### config.mk
export PLATFORM = sky130hd
export DESIGN_NAME = adc_trig_ctrl
export DESIGN_NICKNAME = d
export VERILOG_FILES = /design/src/rtl/adc_trig_pkg.sv /design/src/rtl/adc_trig_sync.sv /design/src/rtl/adc_trig_edge.sv /design/src/rtl/adc_trig_select.sv /design/src/rtl/adc_trig_fsm.sv /design/src/rtl/adc_trig_ctrl.sv
export SDC_FILE = /design/constraint.sdc
export NUM_CORES = 1
export LEC_CHECK = 0
export ABC_CLOCK_PERIOD_IN_PS = 1750
export BUFFER_PORTS_ARGS = -buffer_cell sky130_fd_sc_hd__buf_4
export CAP_MARGIN = 20
export CORE_ASPECT_RATIO = 0.8
export CORE_MARGIN = 1.5
export CORE_UTILIZATION = 45
export CTS_CLUSTER_DIAMETER = 60
export DETAILED_ROUTE_END_ITERATION = 6
export PLACE_DENSITY = 0.72
export SLEW_MARGIN = 5
export SYNTH_ARGS = -nofsm -noshare
export SYNTH_HDL_FRONTEND = slang
export SYNTH_HIERARCHICAL = 1
export SYNTH_SLANG_ARGS = --single-unit
export TNS_END_PERCENT = 30
### constraint.sdc
create_clock -name clk -period 1.75 [get_ports clk]
set_input_delay 0.35 -clock clk [delete_from_list [all_inputs] [get_ports clk]]
set_output_delay 0.35 -clock clk [all_outputs]
set_load 0.02 [all_outputs]
### src/rtl/adc_trig_pkg.sv
package adc_trig_pkg;

    // Selector code that picks the completion flag (free-running mode)
    localparam int FLAG_SEL = 0;

    typedef enum logic [1:0] {
        ST_IDLE    = 2'd0,
        ST_SW_GO   = 2'd1,
        ST_AUTO_GO = 2'd2,
        ST_CONV    = 2'd3
    } trig_state_e;

endpackage

### src/rtl/adc_trig_sync.sv
module adc_trig_sync #(
    parameter int WIDTH  = 7,
    parameter int STAGES = 2
) (
    input  logic             clk,
    input  logic             rst_n,
    input  logic [WIDTH-1:0] async_in,
    output logic [WIDTH-1:0] sync_out
);

    logic [WIDTH-1:0] stage_q [STAGES];

    always_ff @(posedge clk or negedge rst_n) begin
        if (!rst_n) begin
            for (int s = 0; s < STAGES; s++) begin
                stage_q[s] <= '0;
            end
        end else begin
            stage_q[0] <= async_in;
            for (int s = 1; s < STAGES; s++) begin
                stage_q[s] <= stage_q[s-1];
            end
        end
    end

    assign sync_out = stage_q[STAGES-1];

endmodule

### src/rtl/adc_trig_edge.sv
module adc_trig_edge #(
    parameter int WIDTH = 7
) (
    input  logic             clk,
    input  logic             rst_n,
    input  logic [WIDTH-1:0] level_in,
    output logic [WIDTH-1:0] rise_out
);

    logic [WIDTH-1:0] prev_q;

    // One detector per line, so a selector change cannot fake an edge
    generate
        for (genvar i = 0; i < WIDTH; i++) begin : g_det
            always_ff @(posedge clk or negedge rst_n) begin
                if (!rst_n) begin
                    prev_q[i] <= 1'b0;
                end else begin
                    prev_q[i] <= level_in[i];
                end
            end
            assign rise_out[i] = level_in[i] & ~prev_q[i];
        end
    endgenerate

    // a rise lasts exactly one cycle while the level stays high
    generate
        for (genvar i = 0; i < WIDTH; i++) begin : g_chk
            p_rise_single_r5: assert property (@(posedge clk) disable iff (!rst_n)
                (rise_out[i] && level_in[i]) |=> !rise_out[i]);
        end
    endgenerate

endmodule

### src/rtl/adc_trig_select.sv
module adc_trig_select
    import adc_trig_pkg::*;
#(
    parameter int NUM_SRC = 8,
    localparam int SEL_W  = $clog2(NUM_SRC),
    localparam int EXT_N  = NUM_SRC - 1
) (
    input  logic [EXT_N-1:0] rise_vec,
    input  logic [SEL_W-1:0] sel,
    output logic             sel_rise,
    output logic             free_sel
);

    assign free_sel = (sel == SEL_W'(FLAG_SEL));

    // Code k (k >= 1) picks external line k-1; unused codes pick nothing
    always_comb begin
        sel_rise = 1'b0;
        for (int i = 0; i < EXT_N; i++) begin
            if (sel == SEL_W'(i + 1)) begin
                sel_rise = rise_vec[i];
            end
        end
    end

    // the flag code never forwards an external edge
    always_comb begin
        if (free_sel) begin
            a_flag_code_quiet_r8: assert (!sel_rise);
        end
    end

endmodule

### src/rtl/adc_trig_fsm.sv
module adc_trig_fsm
    import adc_trig_pkg::*;
(
    input  logic clk,
    input  logic rst_n,
    input  logic sw_start,
    input  logic auto_en,
    input  logic free_sel,
    input  logic sel_rise,
    input  logic done_flag,
    input  logic busy,
    input  logic conv_done,
    output logic start_req,
    output logic prst_req
);

    trig_state_e state_q, state_d;
    logic        edge_ok;

    // A line edge qualifies only for ordinary sources with the flag clear
    assign edge_ok = auto_en && !free_sel && sel_rise && !done_flag;

    // State register
    always_ff @(posedge clk or negedge rst_n) begin
        if (!rst_n) begin
            state_q <= ST_IDLE;
        end else begin
            state_q <= state_d;
        end
    end

    // Next state
    always_comb begin
        state_d = state_q;
        unique case (state_q)
            ST_IDLE: begin
                if (busy) begin
                    state_d = ST_IDLE;
                end else if (sw_start) begin
                    state_d = ST_SW_GO;
                end else if (edge_ok) begin
                    state_d = ST_AUTO_GO;
                end
            end
            ST_SW_GO:   state_d = ST_CONV;
            ST_AUTO_GO: state_d = ST_CONV;
            ST_CONV: begin
                if (conv_done) begin
                    state_d = (auto_en && free_sel) ? ST_AUTO_GO : ST_IDLE;
                end
            end
            default: state_d = ST_IDLE;
        endcase
    end

    // Outputs
    always_comb begin
        start_req = 1'b0;
        prst_req  = 1'b0;
        unique case (state_q)
            ST_IDLE: ;
            ST_SW_GO:   start_req = 1'b1;
            ST_AUTO_GO: begin
                start_req = 1'b1;
                prst_req  = 1'b1;
            end
            ST_CONV: ;
            default: ;
        endcase
    end

    p_pulse_r10: assert property (@(posedge clk) disable iff (!rst_n)
        start_req |=> !start_req);

    p_prst_with_start_r3: assert property (@(posedge clk) disable iff (!rst_n)
        prst_req |-> start_req);

    p_sw_launch_r2: assert property (@(posedge clk) disable iff (!rst_n)
        (state_q == ST_IDLE && !busy && sw_start) |=> (start_req && !prst_req));

    p_conv_hold_r4: assert property (@(posedge clk) disable iff (!rst_n)
        (state_q == ST_CONV && !conv_done) |=> !start_req);

    p_busy_block_r4: assert property (@(posedge clk) disable iff (!rst_n)
        (state_q == ST_IDLE && busy) |=> !start_req);

    p_flag_block_r6: assert property (@(posedge clk) disable iff (!rst_n)
        (state_q == ST_IDLE && !sw_start && done_flag) |=> !start_req);

    p_free_run_r7: assert property (@(posedge clk) disable iff (!rst_n)
        (state_q == ST_CONV && conv_done && auto_en && free_sel) |=> (start_req && prst_req));

    p_no_relaunch_r9: assert property (@(posedge clk) disable iff (!rst_n)
        (state_q == ST_CONV && conv_done && !auto_en) |=> !start_req);

    p_manual_only_r9: assert property (@(posedge clk) disable iff (!rst_n)
        (state_q == ST_IDLE && !auto_en && !sw_start) |=> !start_req);

endmodule

### src/rtl/adc_trig_ctrl.sv
module adc_trig_ctrl #(
    parameter int NUM_SRC     = 8,
    parameter int SYNC_STAGES = 2,
    localparam int SEL_W      = $clog2(NUM_SRC)
) (
    input  logic               clk,
    input  logic               rst_n,
    input  logic [NUM_SRC-2:0] trig_src,
    input  logic [SEL_W-1:0]   trig_sel,
    input  logic               auto_en,
    input  logic               sw_start,
    input  logic               busy,
    input  logic               conv_done,
    input  logic               done_flag,
    output logic               start_req,
    output logic               prst_req
);

    localparam int EXT_N = NUM_SRC - 1;

    logic [EXT_N-1:0] src_sync;
    logic [EXT_N-1:0] src_rise;
    logic             sel_rise;
    logic             free_sel;

    adc_trig_sync #(
        .WIDTH  (EXT_N),
        .STAGES (SYNC_STAGES)
    ) u_sync (
        .clk      (clk),
        .rst_n    (rst_n),
        .async_in (trig_src),
        .sync_out (src_sync)
    );

    adc_trig_edge #(
        .WIDTH (EXT_N)
    ) u_edge (
        .clk      (clk),
        .rst_n    (rst_n),
        .level_in (src_sync),
        .rise_out (src_rise)
    );

    adc_trig_select #(
        .NUM_SRC (NUM_SRC)
    ) u_select (
        .rise_vec (src_rise),
        .sel      (trig_sel),
        .sel_rise (sel_rise),
        .free_sel (free_sel)
    );

    adc_trig_fsm u_fsm (
        .clk       (clk),
        .rst_n     (rst_n),
        .sw_start  (sw_start),
        .auto_en   (auto_en),
        .free_sel  (free_sel),
        .sel_rise  (sel_rise),
        .done_flag (done_flag),
        .busy      (busy),
        .conv_done (conv_done),
        .start_req (start_req),
        .prst_req  (prst_req)
    );

endmodule

# Word level (Yosys, flattened, before mapping)
# Index checks and enable logic that the tools add are counted.
# classes
n_mux,15
n_eq_ne,12
reduce_logical,10
mul,0
n_lt_le_gt_ge,0
n_div,0
addsub,0
shift,0
n_bitwise,14
# ops
cell,count
$eq A3 B3 Y1 const B,4
$mux W2,5
$mux W1,9
$and A1 B1 Y1,7
$not A1 Y1,7
$eq A3 B2 Y1 const B,2
$pmux W2 S3,1
$eq A2 B2 Y1 const B,2
$logic_and A1 B1 Y1,4
$ne A4 B3 Y1 const B,1
$eq A3 B1 Y1 const B,1
$logic_not A3 Y1,1
$eq A2 B1 Y1 const B,1
$logic_not A1 Y1,2
$logic_not A2 Y1,1
$ne A2 B2 Y1 const B,1
$reduce_and A2 Y1,1
$reduce_or A2 Y1,1
# totals
mem_count,0
latch_bits,0
inputBits,17
output_inout_bits,2
ramBits,0
rom_bits,0
reg_bits,23
word_cells,61

# Logic depth before layout (Yosys ltp)
# Gate-level depths: netlist (run 1).
# depth
word_depth,15
mapped_depth,8
ltp_nobuf,7

# By module
# The synthesis (run 1) kept the hierarchy.
# by_module_without_submodules
mod,cells_per_inst,n_inst,seq_area_each_um2,area_each_um2
adc_trig_sync,21,1,350.3,402.9
adc_trig_edge,14,1,175.2,271.5
adc_trig_fsm,24,1,50.0,222.7
adc_trig_select,6,1,0.0,68.8

# Least setup slack after synthesis (run 1)
# No wires, ideal clock.
# synth_timing
kind,reg2reg
from,"register u_sync.stage_q, in the netlist u_sync/sync_out[6]"
to,register u_fsm.state_q[0]
required_time_ps,1631
path_stages_with_launch,8
slack_ps,-37
setup_time_ps,119
arrival_time_ps,1668
n_path_buf,1
synth_period_minus_slack_ps,1787
cell_sequence,dfrtp_1 > buf_4 > nor2b_4 > mux2_1 > mux4_2 > nand4bb_4 > a21oi_1 > o21a_1
# synth_between
elab_chain_len,6
# synth_rtl
element,line,text
from (decl),adc_trig_sync.sv:11,logic [WIDTH-1:0] stage_q [STAGES];
"from (signal, indexed assignment)",adc_trig_sync.sv:21,stage_q[s] <= stage_q[s-1];
$and A1 B1 Y1,adc_trig_edge.sv:22,assign rise_out[i] = level_in[i] & ~prev_q[i];
via src_rise[6],adc_trig_ctrl.sv:22,logic [EXT_N-1:0] src_rise;
$mux W1,adc_trig_select.sv:20,if (sel == SEL_W'(i + 1)) begin
via sel_rise,adc_trig_ctrl.sv:23,logic sel_rise;
$logic_and A1 B1 Y1 (2 in series),adc_trig_fsm.sv:21,assign edge_ok = auto_en && !free_sel && sel_rise && !done_flag;
$ne A4 B3 Y1 (no source line),-,
$reduce_and A2 Y1 (no source line),-,
to (signal assigned),adc_trig_fsm.sv:28,state_q <= state_d;
to (decl),adc_trig_fsm.sv:17,"trig_state_e state_q, state_d;"
# The timed path passes the listed nets, and every way through them passes these cells.
# A chain may end at the register's enable or synchronous reset.

# Worst setup path in the final report (run 1)
# layout_timing
from,"register u_sync.stage_q, in the netlist u_sync/sync_out[6]"
to,register u_fsm.state_q[1]
# The elaborated chain is that of the path after synthesis.

==> results of run 1 <==
per-stage QoR:
step	power, W	utilization [%]
floorplan	0.000914	-
global placement	0.00102	56.2
detailed placement	0.00102	56.2
CTS	0.00127	58.3
global route	0.00135	58.3
finish	0.00125	58.3
metal layers:
metal	GRT usage [%]	up-vias	share of wire, %
met5	0	-	0
met2	18.3	13	44
met3	4.05	2	6.0
met1	17.5	223	49
met4	6.00	0	0.94
li1	-	240	-
layout make-up:
class,instances,area [um^2]
clock buffers,3,22.5
repair buffers,20,153
flip-flops and latches,23,576
fillers,155,811
clock inverters,1,7.51
well taps,24,30.0
multi-input cells,33,338
inverters,2,7.51
critical path, delay by kind of cell (launching register included):
kind | cells | cell delay, ps
simple gates | 2 | 260
flops | 1 | 410
mux | 2 | 740
compound gates | 2 | 210
where the power goes:
group | internal [W] | switching (W) | total (W)
sequential | 0.000581 | 0.0000351 | 0.000616
combinational | 0.000203 | 0.000192 | 0.000395
clock | 0.0000870 | 0.000149 | 0.000236
total | 0.000871 | 0.000376 | 0.00125
worst max path at each step:
stage | end | slack [ps] | cells past startpoint
6_report | u_fsm/state_q[1] | 30 | 6
5_1_grt | u_fsm/state_q[0] | -60 | 7
4_1_cts | u_fsm/state_q[0] | 4 | 6
3_5_place_dp | u_fsm/state_q[0] | -7 | 6
3_3_place_gp | u_fsm/state_q[0] | 5 | 6
2_1_floorplan | u_fsm/state_q[0] | -30 | 7
synthesized netlist by cell type, drive strengths merged:
| cell | number | share of area [%] |
|---|---|---|
| mux4 | 1 | 2.3 |
| inv | 2 | 0.78 |
| a21oi | 2 | 1.0 |
| nand2 | 2 | 0.78 |
| o21a | 1 | 0.78 |
| nand4bb | 1 | 2.9 |
| nand2b | 1 | 0.65 |
| dfrtp | 23 | 60 |
| mux2 | 3 | 3.5 |
| o21ai | 1 | 0.52 |
| nor3 | 2 | 1.6 |
| nor2 | 4 | 1.6 |
| a2bb2oi | 1 | 0.91 |
| ha | 3 | 3.9 |
| and2 | 1 | 0.78 |
| nor2b | 9 | 12 |
| buf | 7 | 5.4 |
| a22oi | 1 | 0.78 |
flip-flops by register name, summed over array words and instances (netlist names):
signal,flops
u_edge/prev_q,7
u_sync/stage_q,7
u_sync/sync_out,7
u_fsm/state_q,2
cells by family after synthesis:
logic type	synth area share [%]
DFF	59.6
AOI/OAI and AO/OA	4.02
muxes	5.83
adders and majority gates	3.89
buffers and inverters	6.22
and+or+nand+nor	20.5
timing repair:
| action | CTS | global route |
|---|---|---|
| buffers inserted | 0 | 0 |
| endpoints found under the hold margin | 23 | 0 |
| resized for setup | 0 | 0 |
| cloned | 0 | 0 |
| hold buffers | 1 | 0 |
| endpoints found under the setup margin | 1 | 2 |
| pin swaps | 2 | 2 |
placed cells by master, fill, tap and decap left out, drive strengths merged:
cell type,n
nand4bb,1
mux4,1
buf,19
a2bb2oi,1
mux2,3
a22oi,1
dlygate4sd3,1
dfrtp,23
o21a,1
nor2b,9
o21ai,1
nor3,2
nor2,4
and2,1
clkbuf,3
clkinvlp,1
inv,2
a21oi,2
nand2b,1
nand2,2
ha,3
==> summary.md, run 1 <==
| Metric | Value |
|---|---|
| Largest net degree at the start of global routing | 24 |
| Syn avg cell area | 14.9 um^2 |
| Crit path cell chain | nor2b_4 > mux2_4 > mux4_2 > nand4bb_4 > a21oi_1 > a2bb2oi_1 |
| Initial antenna violation count | 0 |
| Pre-CTS WS | -7.25 ps |
| Unrepaired setup endpoints after global routing | true |
| Worst R2R Start | u_sync/sync_out[6] |
| Final nets | 103 |
| TritonRoute pass-1 iters | 4 |
| CP startpoint | u_sync/sync_out[6] |
| Yosys warning count | 6 |
| Routability Congestion | 0.695 |
| Mapped Area | 966 um^2 |
| Routed via count | 478 |
| Iter 0 DRT Violations | 4 |
| Global-route wire length before repair | 2100 um |
| Worst Skew | 4.98 ps |
| Fmax | 581 MHz |
| Cells on worst reg2reg path | 6 |
| CP max-delay cell | mux4_2 |
| Final Setup Violations | 0 |
| Max-cap viol count | 0 |
| VDD IR max | 675 uV |
| Post-route ant nets | 0 |
| Final non-filler cell total | 106 |
| CP max stage delay | 500 ps |
| Remaining Overflow, GRT | 0 |
| Arrival @ worst endpoint | 1920 ps |
| Pwr Density | 1100 mW/mm^2 |
| GRT Overall Usage | 12.7% |
| Reg2reg end | u_fsm/state_q[1] |
| Status | finished, final reports clean |
| Hold depth | 1 |
| Critical Path Source Type | register |
| FF+latch count, synth | 23 |
| Post-layout min period | 1720 ps |
| Clk_lat worst skew | 300 ps |
| Die area | 0.00244 mm^2 |
| Endpoints failing hold | 0 |
| Clock Path Buffers | 2 |
| Effective utilization at floorplan | 49.7% |
| Placed cell count | 101 |
| Drt drc | 0 |
| Detailed placement HPWL | 875 um |
| Pins Over Slew Limit | 0 |
| Hold_sp | trig_src[1] |
| Layout cell share with drive strength beyond 1 | 48.8% |
| Fin Hold WS | 141 ps |
| Die H | 44.4 um |
| Fin area | 0.00113 mm^2 |
| Syn nets | 85 |
| FP Rows | 14 |
| Actual slew at the worst max-slew pin | 270 ps |
| Pleak | 0.529 nW |
| Worst setup margin | 29.1 ps |
| CTS tree | done |
| Boundary pin count | 19 |
| Vias in the first global route | 484 |
| Final Routed Wirelength | 1170 um |
| Clock sink count | 23 |
| Vias per cell | 4.51 |
| Post-DP Area | 0.00109 mm^2 |
| R2R setup slack | 30 ps |
| Wire per inst | 11.0 um |
| CTS Root Cell | clkbuf_4 |
| CTS HTree Levels | 1 |
| Reg clk slew, reported paths | 120 ps |
| Seq/Total Area, Yosys | 59.6% |
| WHS Endpoint | u_sync/stage_q[8] |
| Setup_tns | 0 ps |
| CTS buffer count | 3 |
| Slew margin rel. | 82.0% |
| Distinct cells, synth | 21 |
| Area Overhead vs Synth | 17.4% |
| CP required | 1950 ps |
| Die X | 54.8 um |
| I/O Buffers | 18 |
| Cells after Synth | 65 |
| Diodes inserted | 0 |
| CP max FO | 3 |
| Critical Path Sink Type | register |
| Fin crit share | 98.3% |
| Hold crit path type | in2reg |
| Core area | 0.00194 mm^2 |
| Crit Path Class | reg2reg |
Power figures use the tool's default switching activity.
==> inputs of run 2 (changes only) <==
--- a/config.mk
+++ b/config.mk
@@ -14,7 +14,6 @@
 export CTS_CLUSTER_DIAMETER = 60
 export DETAILED_ROUTE_END_ITERATION = 6
 export PLACE_DENSITY = 0.72
-export SLEW_MARGIN = 5
 export SYNTH_ARGS = -nofsm -noshare
 export SYNTH_HDL_FRONTEND = slang
 export SYNTH_HIERARCHICAL = 1
==> constraint.sdc (replaced) <==
create_clock -name clk -period 1.75 [get_ports clk]
set_input_delay 0.35 -clock clk [delete_from_list [all_inputs] [get_ports clk]]
set_output_delay 0.35 -clock clk [all_outputs]
set_load 0.1 [all_outputs]
==> summary.md, run 2 (same netlist as run 1, synthesis figures left out) <==
| Metric | Value |
|---|---|
| Critical Path Sink Type | register |
| Clock Path Buffers | 2 |
| Final Routed Wirelength | 1310 um |
| Post-layout min period | 1730 ps |
| Reg clk slew, reported paths | 110 ps |
| Fin crit share | 98.7% |
| CP max stage delay | 490 ps |
| Boundary pin count | 19 |
| Critical Path Source Type | register |
| Remaining Overflow, GRT | 0 |
| Post-route ant nets | 0 |
| Pwr Total | 0.00149 W |
| CP required | 1950 ps |
| Crit Path Class | reg2reg |
| Clk_lat worst skew | 300 ps |
| Most common cell after layout, fill and taps aside | dfrtp_1 |
| Placed cell count | 101 |
| Global-route wire length before repair | 2130 um |
| Wire per inst | 12.2 um |
| Pleak | 0.538 nW |
| Most frequent cells in the layout | dfrtp_1 (23), buf_4 (19), nor2b_4 (8), nor2_1 (4), clkbuf_4 (3) |
| Post-DP Area | 0.00110 mm^2 |
| I/O Buffers | 18 |
| Layout cell share with drive strength beyond 1 | 50.6% |
| CP max FO | 3 |
| CP max-delay cell | mux4_2 |
| Fin area | 0.00114 mm^2 |
| Vias in the first global route | 476 |
| TritonRoute pass-1 iters | 4 |
| Largest net degree at the start of global routing | 24 |
| Crit path cell chain | nor2b_4 > mux2_2 > mux4_2 > nand4bb_4 > a21oi_2 > o21a_1 |
| CTS Root Cell | clkbuf_4 |
| Final non-filler cell total | 107 |
| CTS HTree Levels | 1 |
| Diodes inserted | 0 |
| Initial antenna violation count | 0 |
| Fmax | 579 MHz |
| Unrepaired setup endpoints after global routing | true |
| Vias per cell | 4.72 |
| Core area | 0.00194 mm^2 |
| Drt drc | 0 |
| Final Util | 58.9% |
| CTS tree | done |
| CTS buffer count | 3 |
| Die H | 44.4 um |
| Endpoints failing hold | 0 |
| Hold depth | 1 |
| VDD IR max | 1270 uV |
| Final Setup Violations | 0 |
| Die X | 54.8 um |
| Cells on worst reg2reg path | 6 |
| Pwr Density | 1300 mW/mm^2 |
| Iter 0 DRT Violations | 12 |
| Effective utilization at floorplan | 49.7% |
| Hold crit path type | in2reg |
| Final nets | 104 |
| FP Rows | 14 |
| Status | finished, final reports clean |
| Area Overhead vs Synth | 18.5% |
| Arrival @ worst endpoint | 1930 ps |
| Routability Congestion | 0.695 |
| Clock sink count | 23 |
| Die area | 0.00244 mm^2 |
| Actual slew at the worst max-slew pin | 274 ps |
| Max-cap viol count | 0 |
| Pins Over Slew Limit | 0 |
| Routed via count | 505 |
| Slew margin rel. | 81.7% |
| GRT Overall Usage | 13.3% |
| Worst Skew | 1.74 ps |
## run 2: power breakdown
group	internal (W)	switching, W	total [W]
registers	0.000581	0.0000342	0.000616
logic	0.000228	0.000413	0.000641
clock network	0.0000851	0.000144	0.000229
## run 2: repair_timing
item,in CTS,in global routing
setup endpoints to repair,1,3
buffers inserted,1,0
hold buffers,1,0
pin swaps,2,0
gates resized for setup,0,1
hold endpoints to repair,23,0
## run 2: area by class of cell
type | instances | area [um^2]
fill | 159 | 800
sequential | 23 | 576
multi-input combinational | 33 | 340
timing repair buffer | 21 | 164
tap | 24 | 30.0
clock buffer | 3 | 22.5
inverter | 2 | 7.51
clock inverter | 1 | 5.00
## run 2: routing by layer
| metal | GRT usage (%) | part of all wire [%] | up-vias | routed length [um] |
|---|---|---|---|---|
| li1 | - | - | 242 | - |
| met4 | 4.50 | 0.84 | 0 | 11 |
| met1 | 16.6 | 44 | 242 | 582 |
| met2 | 20.2 | 47 | 19 | 620 |
| met5 | 0 | 0 | - | 0 |
| met3 | 6.42 | 7.3 | 2 | 95 |
## run 2: through the flow
stage	setup WS, ps	hold WS (ps)	TNS [ps]
after floorplan	-29.7	54.4	-29.7
after global placement	4.54	250	0
after detailed placement	-24.8	251	-26.6
after CTS	5.60	133	0
after global routing	-63.7	110	-130
final	22.6	146	0
## run 2: final timing paths
kind / start / to / slack, ps
max: u_sync/sync_out[0] / u_fsm/state_q[0] / 20
min: trig_src[1] / u_sync/stage_q[8] / 150
max reg2reg: u_sync/sync_out[0] / u_fsm/state_q[0] / 20
min reg2reg: u_sync/stage_q[11] / u_sync/sync_out[4] / 360
max in group asynchronous: rst_n / u_fsm/state_q[0] / 1070
min in group asynchronous: rst_n / u_sync/sync_out[1] / 470
## run 2: critical path: cells and delay by family, from the launching register on
family | cells | cell delay [ps]
AND/OR/NAND/NOR | 2 | 260
multiplexers | 2 | 740
flip-flops | 1 | 410
AO/OA/AOI/OAI | 2 | 220
